<file path="src/rtl/seqmon_pkg.sv">
package seqmon_pkg;

    // Symbolic states of the order checker.
    typedef enum logic [1:0] {
        ST_IDLE   = 2'd0,
        ST_WANT_A = 2'd1,
        ST_WANT_B = 2'd2,
        ST_FAULT  = 2'd3
    } seq_state_t;

    // Registered content of the block.
    typedef struct packed {
        seq_state_t state;
    } seq_regs_t;

endpackage

</file>
<file path="src/rtl/seqmon_next.sv">
module seqmon_next
    import seqmon_pkg::*;
#(
    parameter int CODE_W = 4,
    parameter logic [CODE_W-1:0] ARM_CODE    = '0,
    parameter logic [CODE_W-1:0] FIRST_CODE  = CODE_W'(1),
    parameter logic [CODE_W-1:0] SECOND_CODE = CODE_W'(2)
) (
    input  seq_state_t        cur_state,
    input  logic [CODE_W-1:0] code,
    output seq_state_t        nxt_state
);

    logic hit_arm;
    logic hit_first;
    logic hit_second;

    always_comb begin
        hit_arm    = (code == ARM_CODE);
        hit_first  = (code == FIRST_CODE);
        hit_second = (code == SECOND_CODE);
    end

    always_comb begin
        nxt_state = ST_IDLE;
        unique case (cur_state)
            ST_IDLE:   nxt_state = hit_arm    ? ST_WANT_A : ST_IDLE;
            ST_WANT_A: nxt_state = hit_first  ? ST_WANT_B : ST_FAULT;
            ST_WANT_B: nxt_state = hit_second ? ST_WANT_A : ST_FAULT;
            ST_FAULT:  nxt_state = ST_IDLE;
            default:   nxt_state = ST_IDLE;
        endcase
    end

endmodule

</file>
<file path="src/rtl/seqmon_decode.sv">
module seqmon_decode
    import seqmon_pkg::*;
#(
    parameter int CODE_W = 4,
    parameter logic [CODE_W-1:0] FIRST_CODE  = CODE_W'(1),
    parameter logic [CODE_W-1:0] SECOND_CODE = CODE_W'(2)
) (
    input  seq_state_t        cur_state,
    output logic [CODE_W-1:0] status
);

    localparam logic [CODE_W-1:0] IDLE_WORD  = '0;
    localparam logic [CODE_W-1:0] FAULT_WORD = '1;

    always_comb begin
        status = IDLE_WORD;
        unique case (cur_state)
            ST_IDLE:   status = IDLE_WORD;
            ST_WANT_A: status = FIRST_CODE;
            ST_WANT_B: status = SECOND_CODE;
            ST_FAULT:  status = FAULT_WORD;
            default:   status = IDLE_WORD;
        endcase
    end

endmodule

</file>
<file path="src/rtl/seqmon_top.sv">
module seqmon_top
    import seqmon_pkg::*;
#(
    parameter int CODE_W = 4
) (
    input  logic              clk,
    input  logic              rst_n,
    input  logic [CODE_W-1:0] code_in,
    output logic [CODE_W-1:0] status
);

    localparam logic [CODE_W-1:0] ARM_C    = '0;
    localparam logic [CODE_W-1:0] FIRST_C  = CODE_W'(1);
    localparam logic [CODE_W-1:0] SECOND_C = CODE_W'(2);

    seq_regs_t  regs_d;
    seq_regs_t  regs_q;
    seq_state_t step_state;

    seqmon_next #(
        .CODE_W      (CODE_W),
        .ARM_CODE    (ARM_C),
        .FIRST_CODE  (FIRST_C),
        .SECOND_CODE (SECOND_C)
    ) u_next (
        .cur_state (regs_q.state),
        .code      (code_in),
        .nxt_state (step_state)
    );

    always_comb begin
        regs_d = regs_q;
        if (!rst_n) begin
            regs_d.state = ST_WANT_A;
        end else begin
            regs_d.state = step_state;
        end
    end

    always_ff @(posedge clk) begin
        regs_q <= regs_d;
    end

    seqmon_decode #(
        .CODE_W      (CODE_W),
        .FIRST_CODE  (FIRST_C),
        .SECOND_CODE (SECOND_C)
    ) u_decode (
        .cur_state (regs_q.state),
        .status    (status)
    );

endmodule

</file>
<file path="config.mk">
export PLATFORM = sky130hd
export DESIGN_NAME = seqmon_top
export DESIGN_NICKNAME = d
export VERILOG_FILES = /design/src/rtl/seqmon_pkg.sv /design/src/rtl/seqmon_next.sv /design/src/rtl/seqmon_decode.sv /design/src/rtl/seqmon_top.sv
export SDC_FILE = /design/constraint.sdc
export NUM_CORES = 1
export LEC_CHECK = 0
export BUFFER_PORTS_ARGS = -buffer_cell sky130_fd_sc_hd__buf_4
export CAP_MARGIN = 20
export CORE_AREA = 2 2 39 41
export CTS_BUF_LIST = sky130_fd_sc_hd__clkbuf_2 sky130_fd_sc_hd__clkbuf_4 sky130_fd_sc_hd__clkbuf_8
export CTS_CLUSTER_SIZE = 28
export DETAILED_ROUTE_END_ITERATION = 10
export DIE_AREA = 0 0 41 43
export SYNTH_ARGS = -nofsm -noshare
export SYNTH_HDL_FRONTEND = slang
export SYNTH_SLANG_ARGS = --single-unit
</file>
<file path="constraint.sdc">
create_clock -name clk -period 0.9 [get_ports clk]
set_input_delay 0.09 -clock clk [delete_from_list [all_inputs] [get_ports clk]]
set_output_delay 0.09 -clock clk [all_outputs]
set_load 0.03 [all_outputs]
</file>
# ---- Word-level counts from Yosys, hierarchy flattened
# Cells that the tools add are included.
dict set report word_totals {
  mem_count 0
  mem_bits_ro 0
  wordCells 13
  latch_bits 0
  output_inout_bits 4
  ram_bits 0
  register_bits 2
}
dict set report op_classes {
  n_mul 0
  addsub 0
  n_div 0
  muxes 5
  n_eq_ne 5
  reduce_logical 2
  shift 0
  n_bitwise 0
  n_lt_le_gt_ge 0
}
# operator count
set op_table {}
lappend op_table {{$pmux W4 S4} 1}
lappend op_table {{$pmux W2 S4} 1}
lappend op_table {{$eq A2 B2 Y1 const B} 2}
lappend op_table {{$eq A4 B1 Y1 const B} 1}
lappend op_table {{$eq A4 B2 Y1 const B} 1}
lappend op_table {{$logic_not A4 Y1} 1}
lappend op_table {{$eq A2 B1 Y1 const B} 1}
lappend op_table {{$logic_not A2 Y1} 1}
lappend op_table {{$mux W1} 2}
lappend op_table {{$mux W2} 1}

# ---- Depth between registers and ports, before layout
dict set report depth {
  ltp_word 3
  depth_mapped 3
  depth_no_buf 3
}

# ---- Modules after synthesis
# A second synthesis with hierarchy kept.
dict set report unflattened {
  hier_cells 16
  hier_area_um2 120.1
}
# mod cells_per_inst seq_area_each_um2 area_per_inst_um2 instances
set by_module_without_submodules {}
lappend by_module_without_submodules {seqmon_top 4 40.0 52.6 1}
lappend by_module_without_submodules {seqmon_next 8 0.0 46.3 1}
lappend by_module_without_submodules {seqmon_decode 4 0.0 21.3 1}

# ---- Worst setup path after synthesis
# Ideal clock, no wire load.
dict set report synth_path {
  path_type {register to output}
  start {reg regs_q[0] (netlist bit)}
  end {out status[3]}
  n_path_buf 1
  path_stages_with_launch 3
  t_required_ns 0.810
  arrival_time_ns 0.888
  setup_slack_ns -0.078
  path_cell_list {dfxtp_1 and2_1 buf_4}
}
dict set report synth_between {
  elab_chain_cells 2
  word_cells_on_any_way 5
  classes_between {eq/ne (3); mux (1); reduce/logical (1)}
}
# item line_no
set synth_rtl {}
lappend synth_rtl {{start: declaration} seqmon_top.sv:17} ;# seq_regs_t regs_q;
lappend synth_rtl {{start signal: assignment} seqmon_top.sv:41} ;# regs_q <= regs_d;
lappend synth_rtl {{$eq A2 B2 Y1 (tied with other cells)} seqmon_decode.sv:17} ;# unique case (cur_state)
lappend synth_rtl {{$pmux W4 S4 *} seqmon_decode.sv:17}
lappend synth_rtl {{end: declaration} seqmon_top.sv:9} ;# output logic [CODE_W-1:0] status
# Mark *: on every way between the ends. The rest lies on a longest branch, timed or not.

# ---- Worst setup path after layout
dict set report layout_path {
  start {reg regs_q[0] (netlist bit)}
  end {out status[2]}
}
# Same word-level chain as after synthesis.

==> impl_metrics.yaml <==
grt:
  grt_use_total_pct: 4.40
  grt_max_degree: 4
  overflow: 0
  antenna_found_initial: 0
  grt_pass1_wl_microns: 379
  grt_pass1_vias: 134
placement:
  place_ws_ns: 0.0701
  gp_congestion: 0.474
  portBuffers: 9
clock_network:
  ctsHtreeMaxLevel: 1
  hold_buffers: 0
  cts.clk_slew.worst_paths_ns: 0.03
  cts_tree: "yes"
  clock_latency_ns: 0.22
  cts_sinks: 2
  cts_buffer_depth: 2
  numCtsBuffers: 3
  cts_root_buf: "clkbuf_4"
final_layout:
  diodes: 0
  largest-register: "regs_q"
  largest_reg_flops: 2
  drive_above_1_share_pct: 76.9
  fin_nets: 34
  area_delta_synth_final_pct: 104
  fin_util_pct: 18.4
  reg_top3: "regs_q (2)"
floorplanning:
  fp.coreArea_sq_mm: 0.00138
  dieArea_sq_mm: 0.00176
  die_x_microns: 41
  design.portCount: 10
  start_util_pct: 9.04
  die_y_microns: 43
  rows: 14
timing:
  fin_crit_ns: 0.910
  setup_slack_ns: -0.0104
  finalMaxSlewViolations: 0
  fin_setup_tns_ns: -0.0206
  final-hold-violation-count: 0
  relSlewSlack_pct: 84.1
  setup_viol: 2
  period_share_pct: 101
  fin_worst_skew_ns: 0.00225
  rsz0062_at_grt: "true"
  fmax_mhz: 1100
  worst_pin_slew_ns: 0.237
routing:
  first_iter_violations: 1
  drc: 0
  wire_per_inst_microns: 7.17
  dr_total_vias: 139
  drtAntennaViolNets: 0
  vias_per_cell: 3.31
  drt-total-wl_microns: 301
  dr.pass1.iters: 2
yosys:
  synth-edff-count: 0
  yosysUniqueCellTypes: 11
  synth_nets: 21
  avgSynthCellArea_sq_um: 8.34
  syn-cell-area_sq_um: 125
  synth_warnings: 0
  synthCells: 15
  yosysTopAreaCell: "dfxtp_1"
  synth_top_area_share_pct: 32.0
  synth_area_leaders: "dfxtp_1, nor4b_2, and2_1, nand2b_1, a21o_2"
  async_reset_ff_share_pct: 0
  ys_top_cells_by_count: "and2_1, clkbuf_1, dfxtp_1, nand2b_1"
  ys_seq_area_share_pct: 32.0
  synth_ff_type: "dfxtp_1"
  ys_seq_elements: 2
power:
  p_comb_share_pct: 39.0
  p_int_uw: 356
  switchingPower_uw: 155
  ir_drop_mv: 0.349
  p_clk_share_pct: 38.7
  swShare_pct: 30.4
  p_leak_uw: 0.000121
  p_per_area_mw_per_mm2: 2000
  finalPower_uw: 511
  p_seq_share_pct: 22.3
worst_hold_path:
  worstHoldStart: "rst_n"
  worstHoldEndpoint: "regs_q[0]$_SDFF_PN1_"
  holdPathStages: 2
  hp-class: "in2reg"
worst_setup_path:
  start_kind: "flop"
  regToRegEndpoint: "regs_q[0]$_SDFF_PN1_"
  rrSetupSlack_ns: 0.03
  endpoint_kind: "output pin"
  critPathLaunch: "regs_q[0]$_SDFF_PN1_"
  crit_chain: "and2_4 > buf_6"
  rr_worst_depth: 3
  critPathMaxFanout: 3
  path_buf_inv: 1
  cp_top_family: "flip-flops"
  slowest_stage: "dfxtp_2"
  worst-setup-path-type: "reg2out"
  r2r_start: "regs_q[1]$_SDFF_PN0_"
  cp_slowest_stage_delay_ns: 0.31
  worstPathRequired_ns: 0.81
  arrival_ns: 0.82
run:
  max-cap-violations: 0
status:
  status: "finished with violations"
  violations: "negative setup slack"
-- worst reg2reg max path, stage by stage (launching register included) --
cell and delay, ns:
dfxtp_2 0.31, buf_4 0.14, a21o_2 0.18, o211ai_1 0.15
-- power groups by stage --
stage          clock (uW)  sequential [uW]  combinational (uW)
2_1_floorplan           0              113                 109
3_3_place_gp            0              116                 155
3_5_place_dp            0              116                 155
4_1_cts               215              113                 192
5_1_grt               214              115                 212
6_report              198              114                 200
-- cell families after synthesis --
logic type / Yosys count / share of synthesized area [%]
flip-flops: 2 / 32.0
buffers and inverters: 3 / 12.0
AND/OR/NAND/NOR: 7 / 39.0
AO/OA/AOI/OAI: 3 / 17.0
-- per-layer routing --
| layer | vias to the layer above | routed length [microns] | GRT usage (%) | share of wire [%] |
|---|---|---|---|---|
| met5 | - | 0 | 0 | 0 |
| li1 | 72 | - | - | - |
| met3 | 0 | 21 | 1.57 | 7.0 |
| met4 | 0 | 0 | 12.0 | 0 |
| met1 | 62 | 90 | 1.59 | 30 |
| met2 | 5 | 188 | 5.63 | 62 |
-- metrics by stage --
step / hold slack [ns] / instance area, sq um / std cells
after floorplan: 0.179 / 126 / 15
after global placement: 0.315 / 199 / 37
after detailed placement: 0.317 / 199 / 37
after CTS: 0.0704 / 248 / 42
after global routing: 0.0745 / 255 / 42
final: 0.0734 / 255 / 42
-- worst max path at each step --
stage	cells after the start	endpoint
2_1_floorplan	2	status[3]
3_3_place_gp	3	regs_q[1]$_SDFF_PN0_
3_5_place_dp	3	regs_q[1]$_SDFF_PN0_
4_1_cts	2	status[2]
5_1_grt	2	status[2]
6_report	2	status[2]
-- area by class of cell --
class | count | area [sq um]
fillers | 155 | 1130
well taps | 16 | 20.0
repair buffers | 11 | 90.1
multi-input cells | 10 | 80.1
clock buffers | 3 | 22.5
flip-flops and latches | 2 | 42.5
-- placed cells by master, fill, tap and decap left out --
cell,instances
a21o_2,1
and2_1,1
and2_4,1
buf_4,9
buf_6,2
clkbuf_4,3
dfxtp_2,2
nand2b_1,1
nand2b_4,1
nor2_1,1
nor3_1,1
nor4b_2,1
o211ai_1,1
o21ai_1,1
-- timing repair --
item | 4_1_cts | 5_1_grt
pin swaps | 1 | 0
setup endpoints to repair | 2 | 3
resized for setup | 5 | 1
buffers inserted | 2 | 0
(Power assumes the default switching activity.)
